File: src/rtl/itvl_pkg.sv
package itvl_pkg;
  typedef enum logic [1:0] {
    SRC_FAST = 2'b00,
    SRC_SLOW = 2'b01,
    SRC_SEC  = 2'b10,
    SRC_MIN  = 2'b11
  } src_e;
  localparam int NUM_SRC = 4;
endpackage

File: src/rtl/itvl_tick_sel.sv
module itvl_tick_sel
  import itvl_pkg::*;
#(
  parameter int NSRC = NUM_SRC
) (
  input  logic [NSRC-1:0]         strobes,
  input  logic [$clog2(NSRC)-1:0] sel,
  output logic                    tick
);
  logic [NSRC-1:0] hit;
  for (genvar g = 0; g < NSRC; g++) begin : g_src
    assign hit[g] = strobes[g] && (sel == g[$clog2(NSRC)-1:0]);
  end
  assign tick = |hit;
endmodule

File: src/rtl/itvl_down_cnt.sv
module itvl_down_cnt #(
  parameter int CNT_W = 8
) (
  input  logic             clk,
  input  logic             rst_n,
  input  logic             run_en,
  input  logic             tick,
  input  logic             repeat_mode,
  input  logic [CNT_W-1:0] preset,
  output logic             zero_evt
);
  localparam logic [CNT_W-1:0] ONE = CNT_W'(1);
  logic [CNT_W-1:0] cnt;

  always_ff @(posedge clk or negedge rst_n) begin
    if (!rst_n) begin
      cnt      <= '0;
      zero_evt <= 1'b0;
    end else begin
      zero_evt <= 1'b0;
      if (!run_en) begin
        cnt <= preset;
      end else if (tick && cnt != '0) begin
        if (cnt == ONE) begin
          zero_evt <= 1'b1;
          cnt      <= repeat_mode ? preset : '0;
        end else begin
          cnt <= cnt - ONE;
        end
      end
    end
  end

  AST_EVT_AT_ONE: assert property (@(posedge clk) disable iff (!rst_n)
    (run_en && tick && cnt == ONE) |=> zero_evt);
  AST_IDLE_QUIET: assert property (@(posedge clk) disable iff (!rst_n)
    !run_en |=> !zero_evt);
  AST_ZERO_STAYS: assert property (@(posedge clk) disable iff (!rst_n)
    (run_en && $past(run_en) && cnt == '0 && !repeat_mode) |=> !zero_evt);
endmodule

File: src/rtl/itvl_irq_ctl.sv
module itvl_irq_ctl #(
  parameter int PULSE_TICKS = 16
) (
  input  logic clk,
  input  logic rst_n,
  input  logic zero_evt,
  input  logic tick_fast,
  input  logic repeat_mode,
  input  logic irq_en,
  input  logic flag_clr,
  output logic tmr_flag,
  output logic irq_n
);
  localparam int PW_W = $clog2(PULSE_TICKS + 1);
  localparam logic [PW_W-1:0] PW_LOAD = PW_W'(PULSE_TICKS);
  logic [PW_W-1:0] pw_cnt;
  logic            pw_act;

  always_ff @(posedge clk or negedge rst_n) begin
    if (!rst_n) begin
      tmr_flag <= 1'b0;
      pw_cnt   <= '0;
    end else begin
      if (zero_evt)      tmr_flag <= 1'b1;
      else if (flag_clr) tmr_flag <= 1'b0;
      if (zero_evt)                     pw_cnt <= PW_LOAD;
      else if (tick_fast && pw_cnt != '0) pw_cnt <= pw_cnt - PW_W'(1);
    end
  end

  assign pw_act = (pw_cnt != '0);
  assign irq_n  = !(irq_en && (repeat_mode ? pw_act : tmr_flag));

  AST_FLAG_SETS: assert property (@(posedge clk) disable iff (!rst_n)
    zero_evt |=> tmr_flag);
  AST_FLAG_STICKY: assert property (@(posedge clk) disable iff (!rst_n)
    (tmr_flag && !flag_clr) |=> tmr_flag);
  AST_PULSE_START: assert property (@(posedge clk) disable iff (!rst_n)
    zero_evt |=> pw_act);
  AST_IRQ_MASKED: assert property (@(posedge clk) disable iff (!rst_n)
    !irq_en |-> irq_n);
  AST_ONESHOT_HOLD: assert property (@(posedge clk) disable iff (!rst_n)
    (!irq_n && !repeat_mode && !flag_clr) |=> (!irq_n || !irq_en || repeat_mode));
endmodule

File: src/rtl/itvl_timer.sv
module itvl_timer
  import itvl_pkg::*;
#(
  parameter int CNT_W       = 8,
  parameter int PULSE_TICKS = 16
) (
  input  logic             clk,
  input  logic             rst_n,
  input  logic             tick_4k,
  input  logic             tick_64,
  input  logic             upd_sec,
  input  logic             upd_min,
  input  logic             run_en,
  input  logic [1:0]       src_sel,
  input  logic             repeat_mode,
  input  logic             irq_en,
  input  logic [CNT_W-1:0] preset,
  input  logic             flag_clr,
  output logic             tmr_flag,
  output logic             irq_n
);
  logic [NUM_SRC-1:0] strobes;
  logic               tick;
  logic               zero_evt;

  assign strobes = {upd_min, upd_sec, tick_64, tick_4k};

  itvl_tick_sel #(.NSRC(NUM_SRC)) u_sel (
    .strobes(strobes), .sel(src_sel), .tick(tick)
  );

  itvl_down_cnt #(.CNT_W(CNT_W)) u_cnt (
    .clk(clk), .rst_n(rst_n), .run_en(run_en), .tick(tick),
    .repeat_mode(repeat_mode), .preset(preset), .zero_evt(zero_evt)
  );

  itvl_irq_ctl #(.PULSE_TICKS(PULSE_TICKS)) u_irq (
    .clk(clk), .rst_n(rst_n), .zero_evt(zero_evt), .tick_fast(tick_4k),
    .repeat_mode(repeat_mode), .irq_en(irq_en), .flag_clr(flag_clr),
    .tmr_flag(tmr_flag), .irq_n(irq_n)
  );

  AST_ZERO_PRESET: assert property (@(posedge clk) disable iff (!rst_n)
    (!run_en && preset == '0) |=> !zero_evt);
endmodule

File: config.mk
export PLATFORM = sky130hd
export DESIGN_NAME = itvl_timer
export DESIGN_NICKNAME = d
export VERILOG_FILES = /design/src/rtl/itvl_pkg.sv /design/src/rtl/itvl_tick_sel.sv /design/src/rtl/itvl_down_cnt.sv /design/src/rtl/itvl_irq_ctl.sv /design/src/rtl/itvl_timer.sv
export SDC_FILE = /design/constraint.sdc
export NUM_CORES = 1
export LEC_CHECK = 0
export ABC_CLOCK_PERIOD_IN_PS = 2620
export BUFFER_PORTS_ARGS = -buffer_cell sky130_fd_sc_hd__buf_2
export CELL_PAD_IN_SITES_DETAIL_PLACEMENT = 1
export CELL_PAD_IN_SITES_GLOBAL_PLACEMENT = 1
export CORE_MARGIN = 2
export CORE_UTILIZATION = 42
export CTS_BUF_LIST = sky130_fd_sc_hd__clkbuf_2
export CTS_CLUSTER_DIAMETER = 150
export DETAILED_ROUTE_END_ITERATION = 12
export GPL_TIMING_DRIVEN = 1
export PLACE_DENSITY = 0.83
export REMOVE_ABC_BUFFERS = 1
export SYNTH_ARGS = -nofsm -noshare
export SYNTH_HDL_FRONTEND = slang
export SYNTH_SLANG_ARGS = --single-unit
File: constraint.sdc
create_clock -name clk -period 2.62 [get_ports clk]
set_input_delay 0.131 -clock clk [delete_from_list [all_inputs] [get_ports clk]]
set_output_delay 0.131 -clock clk [all_outputs]
set_load 0.005 [all_outputs]
==> results of run 1 <==
==> metrics by stage <==
step	utilization	cell area (um^2)	cells	hold WS [ps]
6_report	0.520	1140	152	94.1
5_1_grt	0.520	1140	152	78.9
4_1_cts	0.520	1140	152	87.8
3_5_place_dp	0.506	1110	147	62.3
3_3_place_gp	0.506	1110	147	61.5
2_1_floorplan	-	946	95	-165
==> logic make-up after synthesis <==
group	share of synthesized area
AND/OR/NAND/NOR	0.212
multiplexers	0.0391
XOR/XNOR	0.0365
AO/OA/AOI/OAI	0.223
adder cells (fa/ha/maj)	0.0521
buffers and inverters	0.0469
flip-flops	0.391
==> path summary, 6_finish.rpt <==
path | from | end | slack, ps | cells after the start
max | u_cnt.cnt[0] | u_cnt.cnt[1] | 260 | 6
min | flag_clr | u_irq.tmr_flag | 90 | 3
max reg2reg | u_cnt.cnt[0] | u_cnt.cnt[1] | 260 | 6
min reg2reg | u_irq.pw_cnt[4] | u_irq.pw_cnt[4] | 500 | 1
max in group asynchronous | rst_n | u_cnt.cnt[3] | 2100 | 2
min in group asynchronous | rst_n | u_cnt.cnt[6] | 260 | 2
==> registers in the layout, indices dropped and copies added (netlist names) <==
name,flops
u_cnt.cnt,8
u_irq.pw_cnt,5
u_irq.tmr_flag,1
u_cnt.zero_evt,1
==> critical path, delay by kind of cell, from the launching register on <==
family	cells	cell delay, ps
buffers and inverters	1	150
multiplexers	1	320
adder cells (fa/ha/maj)	1	210
AO/OA/AOI/OAI	1	350
AND/OR/NAND/NOR	2	790
flip-flops	1	440
==> layer usage <==
metal,GRT usage,part of all wire
met1,0.262,0.40
met2,0.390,0.56
met3,0.0603,0.029
met4,0.0702,0.011
met5,0,0
==> where the power goes <==
part / leakage, nW / internal, mW / total [mW] / switching [mW]
clock: 0.0166 / 0.0405 / 0.116 / 0.0756
sequential: 0.187 / 0.295 / 0.376 / 0.0807
combinational: 0.328 / 0.152 / 0.314 / 0.162
==> area by class of cell <==
type                       count  area [um^2]  area share
timing repair buffer          25          138       0.121
multi-input combinational     72          541       0.475
sequential                    15          375       0.330
tap                           28         35.0      0.0308
inverter                       8         30.0      0.0264
clock buffer                   4         20.0      0.0176
==> cell usage after synthesis (2+ instances only) <==
cell and instances:
nor3_1 5, nand2_1 6, o211ai_1 4, a32oi_1 3, o22ai_1 2, xnor2_1 3, nand3b_1 2, nand3_1 4
dfrtp_1 15, a21oi_1 4, nor2_1 8, inv_1 8, nor4b_1 2, a21o_1 2, a22oi_1 2, o21ai_0 3
ha_1 4
==> reports/results.ini, run 1 <==
[grt]
grt_pass1_wl_mm=4.33
grt_remaining_overflow=0
grt_usage=0.223
antenna_found_initial=0
grt_start_max_net_pins=16
grt_pass1_vias=927

[floorplanning]
coreArea_um2=2190
ios=22
fp.dieW_um=51.8
start_util=0.439
chipHeight_um=51.8
die_area_um2=2690
placementRows=17

[timing]
relSlewSlack=0.590
finalCritPeriodShare=0.902
min_period_ps=2360
max_freq_mhz=423
rsz0062_at_grt=no
tns_ps=0
worstMarginPinSlew_ps=606
finClkSkew_ps=2.67
fin_ws_ps=256
hold_viol=0
setup_viol=0
drv_slew=0

[clock_network]
cts_max_level=1
clkLatencyLatePin_ps=290
cts_setup_buffers=0
cts_sinks=15
clk_pin_slew_ps=140
numCtsBuffers=3
tritoncts=yes
clockBufferDepth=2
cts-root-buf=clkbuf_2
post_cts_resized=0
cts_hold_buf=1

[placed_design]
port_buffers=21
pre_cts_slack_ps=282
dp_hpwl_mm=1.99
gp_congestion=0.778

[synth]
ys_types=37
syn_inst=97
async_flop_share=1.00
synthTopCellsByArea=dfrtp_1, ha_1, inv_1
synth_edf_count=0
yosys.area.top_type=dfrtp_1
synth_top_area_frac=0.391
avgSynthCellArea_um2=9.91
synth-seq-area-share=0.391
synth_seq_cells=15
synth_ff_type=dfrtp_1
synth_area_um2=961
ys_warn_count=0

[critical_path]
worstPathRequired_ps=2810
cp-end-kind=flop
slowest_delay_ps=490
critical_path_class=flop to flop
crit_fanout=5
path_cells=inv_1 -> ha_1 -> or4b_4 -> o41ai_4 -> and2_1 -> mux2_4
crit_arrival_ps=2560
worst_setup_path_start_kind=flop
slowest_stage=or4b_4

[job]
max_cap_viol_count=0

[cells_and_area]
layout_common_cells=buf_2, dfrtp_1, inv_1, nor2_1, nand2_1
n_antenna_cell=0
final_common_cell=buf_2
area_delta_synth_final_pct=18.5
fillers=269
fin_nets=149
drive_gt1_frac=0.290

[run_status]
status=finished clean

[worst_hold_path]
hp-class=input port to flop

[detailed_routing]
wl_mm=2.58
drt_iter0_drc=16
drc=0
num_vias=896
viasPerCell=5.89
wire_per_inst_um=17.0
ant_nets=0
dr.pass1.iters=4

[power_and_ir_drop]
peakVddDrop_uv=452
report.power.total_mw=0.806
p_leak_nw=0.531
p_per_area_nw_per_um2=708

Power figures use the tool's default switching activity.
==> run 2: changes to the inputs <==
--- a/config.mk
+++ b/config.mk
@@ -19,4 +19,5 @@
 export REMOVE_ABC_BUFFERS = 1
 export SYNTH_ARGS = -nofsm -noshare
 export SYNTH_HDL_FRONTEND = slang
+export SYNTH_HIERARCHICAL = 1
 export SYNTH_SLANG_ARGS = --single-unit
==> run 2 against run 1 <==
  * Global-route usage increased by 0.28 points
  * Combinational power increased by 4%
  * Largest cell class unchanged
  * Die area increased by 4.3%
  * Worst setup slack improved by 350 ps
==> reports/results.ini, run 2 <==
[run_status]
status=finished clean

[cells_and_area]
post-route-cell-area_um2=1180  ; +3.4%
largest_reg_flops=8  ; unchanged
fin_nets=156  ; +4.7%
area_delta_synth_final_pct=17.0
top_regs=u_cnt/cnt: 8 flops, u_irq/pw_cnt: 5 flops
layout_common_cells=buf_2, dfrtp_1, inv_1, nand2_1
ff_latch_area_um2=375  ; unchanged
fillers=274  ; +1.9%
drive_gt1_frac=0.244  ; -0.0460
final_common_cell=buf_2
multi_input_area_um2=573  ; +6.0%
n_antenna_cell=0  ; unchanged
top_register=u_cnt/cnt

[timing]
rsz0062_at_grt=no
worstMarginPinSlew_ps=623  ; +16.8 ps
hold_viol=0  ; unchanged
max_freq_mhz=496  ; +17%
finalCritPeriodShare=0.770  ; -0.133
hold_slack_ps=58.7  ; -35.3 ps
relSlewSlack=0.581  ; -0.00932
setup_viol=0  ; unchanged
drv_slew=0  ; unchanged
tns_ps=0  ; unchanged
finClkSkew_ps=2.60  ; -0.0719 ps
min_period_ps=2020  ; -348 ps

[critical_path]
ff2ff_setup_slack_ps=600  ; +350 ps
slowest_delay_ps=500  ; about the same
r2r_start=u_cnt/cnt[1]
reg2reg_depth=6  ; unchanged
cp-end-kind=flop
path_cells=inv_1 -> ha_1 -> or4b_4 -> o21ai_4 -> o22ai_1 -> a22o_1
crit_fanout=9  ; +4
cp_top_family=compound AO/OA/AOI/OAI gates
crit_arrival_ps=2260  ; -300 ps
worst_setup_path_start_kind=flop
r2r_end=u_cnt/cnt[3]
slowest_stage=or4b_4
cp.buffers_inverters=1  ; unchanged
critical_path_class=flop to flop
worstPathRequired_ps=2860  ; +50 ps

[synth]
async_flop_share=1.00  ; unchanged
synth_edf_count=0  ; unchanged
synth_seq_cells=15  ; unchanged
synthTopCellsByArea=dfrtp_1, ha_1, inv_1
synth_most_common_cell=dfrtp_1
yosys-top-cells-count=dfrtp_1, inv_1, nand2_1
synth-seq-area-share=0.373  ; -0.0175
ys_types=41  ; +11%
synth_ff_type=dfrtp_1
syn_inst=105  ; +8.2%
synth_top_area_frac=0.373  ; -0.0175
yosys.area.top_type=dfrtp_1
ys_warn_count=6  ; +6
synth_area_um2=1010  ; +4.7%
avgSynthCellArea_um2=9.58  ; -3.3%

[detailed_routing]
ant_nets=0  ; unchanged
dr.pass1.iters=4  ; unchanged
wl_mm=2.76  ; +7.0%
drt_iter0_drc=16  ; unchanged
num_vias=964  ; +7.6%
viasPerCell=6.06  ; +2.9%
drc=0  ; unchanged
wire_per_inst_um=17.4  ; +2.3%

[floorplanning]
start_util=0.450  ; +0.0118
placementRows=17  ; unchanged
ios=22  ; unchanged
chipHeight_um=52.9  ; +2.1%
die_area_um2=2800  ; +4.3%
fp.dieW_um=52.9  ; +2.1%
coreArea_um2=2230  ; +1.9%

[placed_design]
dp_hpwl_mm=2.13  ; +7.2%
gp_congestion=0.827  ; +6.3%
dpl_cell_area_um2=1140  ; +2.6%
port_buffers=21  ; unchanged

[clock_network]
cts-root-buf=clkbuf_2
numCtsBuffers=3  ; unchanged
clkLatencyLatePin_ps=330  ; +40 ps
cts_sinks=15  ; unchanged
clockBufferDepth=2  ; unchanged
cts_setup_buffers=0  ; unchanged
clk_pin_slew_ps=170  ; +30 ps
cts_max_level=1  ; unchanged
tritoncts=yes

[grt]
antenna_found_initial=0  ; unchanged
grt_pass1_wl_mm=4.43  ; +2.4%
grt_start_max_net_pins=16  ; unchanged
grt_usage=0.226  ; +0.00284
grt_pass1_vias=915  ; -1.3%
grt_remaining_overflow=0  ; unchanged

[worst_hold_path]
hp-class=input port to flop
whs_endpoint=u_irq/pw_cnt[1]
min_path_cells=2  ; -1
hp-start=tick_4k

[job]
max_cap_viol_count=0  ; unchanged

[power_and_ir_drop]
report.power.total_mw=0.828  ; +2.8%
peakVddDrop_uv=373  ; -17%
p_per_area_nw_per_um2=704  ; -0.60%
p_leak_nw=0.551  ; +3.8%

run 2: power by group:
part	leakage, nW	internal [mW]	switching (mW)
Sequential	0.186	0.296	0.0783
Clock	0.0164	0.0345	0.0937
Combinational	0.349	0.156	0.169
run 2: layout make-up:
type                    instances  area share
well taps                      28      0.0298
multi-input cells              77       0.487
inverters                      11      0.0351
flip-flops and latches         15       0.319
clock inverters                 1     0.00425
repair buffers                 24       0.113
clock buffers                   3      0.0128
run 2: per-layer routing:
metal / up-vias / global-route usage / routed length, um
li1: 464 / - / -
met4: 0 / 0.0897 / 42
met3: 7 / 0.0565 / 89
met1: 479 / 0.264 / 1170
met2: 14 / 0.392 / 1450
met5: - / 0 / 0
run 2: what timing repair did:
item | in CTS | in global routing
endpoints found under the setup margin | 0 | 0
resized for setup | 0 | 0
hold buffers | 2 | 0
endpoints found under the hold margin | 16 | 0
run 2: worst reg2reg max path, cell delays in order, from the launching register on:
cell	delay, ps
dfrtp_1	440
inv_1	130
ha_1	220
or4b_4	500
o21ai_4	270
o22ai_1	130
a22o_1	240
run 2: cells by family (layout without fill, tap and decap cells):
logic type	Yosys count	count (layout)	share of synthesized area
flip-flops	15	15	0.373
adder cells (fa/ha/maj)	4	4	0.0498
multiplexers	3	3	0.0423
AND/OR/NAND/NOR	35	35	0.206
buffers and inverters	13	39	0.0572
AO/OA/AOI/OAI	34	34	0.262
XOR/XNOR	1	1	0.00871
run 2: stage by stage:
step | utilization | std cells | setup WS, ps
after floorplan | - | 103 | 806
after global placement | 0.509 | 153 | 712
after detailed placement | 0.509 | 153 | 639
after CTS | 0.527 | 159 | 603
after global routing | 0.527 | 159 | 427
final | 0.527 | 159 | 604
run 2: how the worst max path moves through the flow:
stage / cells past startpoint / startpoint / slack, ps / endpoint
after floorplan: 6 / u_cnt/cnt[1] / 810 / u_cnt/cnt[3]
after CTS: 6 / u_cnt/cnt[1] / 600 / u_cnt/cnt[3]
after global routing: 6 / u_irq/pw_cnt[0] / 430 / irq_n
after detailed placement: 6 / u_cnt/cnt[1] / 640 / u_cnt/cnt[3]
final: 6 / u_cnt/cnt[1] / 600 / u_cnt/cnt[3]
after global placement: 6 / u_cnt/cnt[1] / 710 / u_cnt/cnt[3]
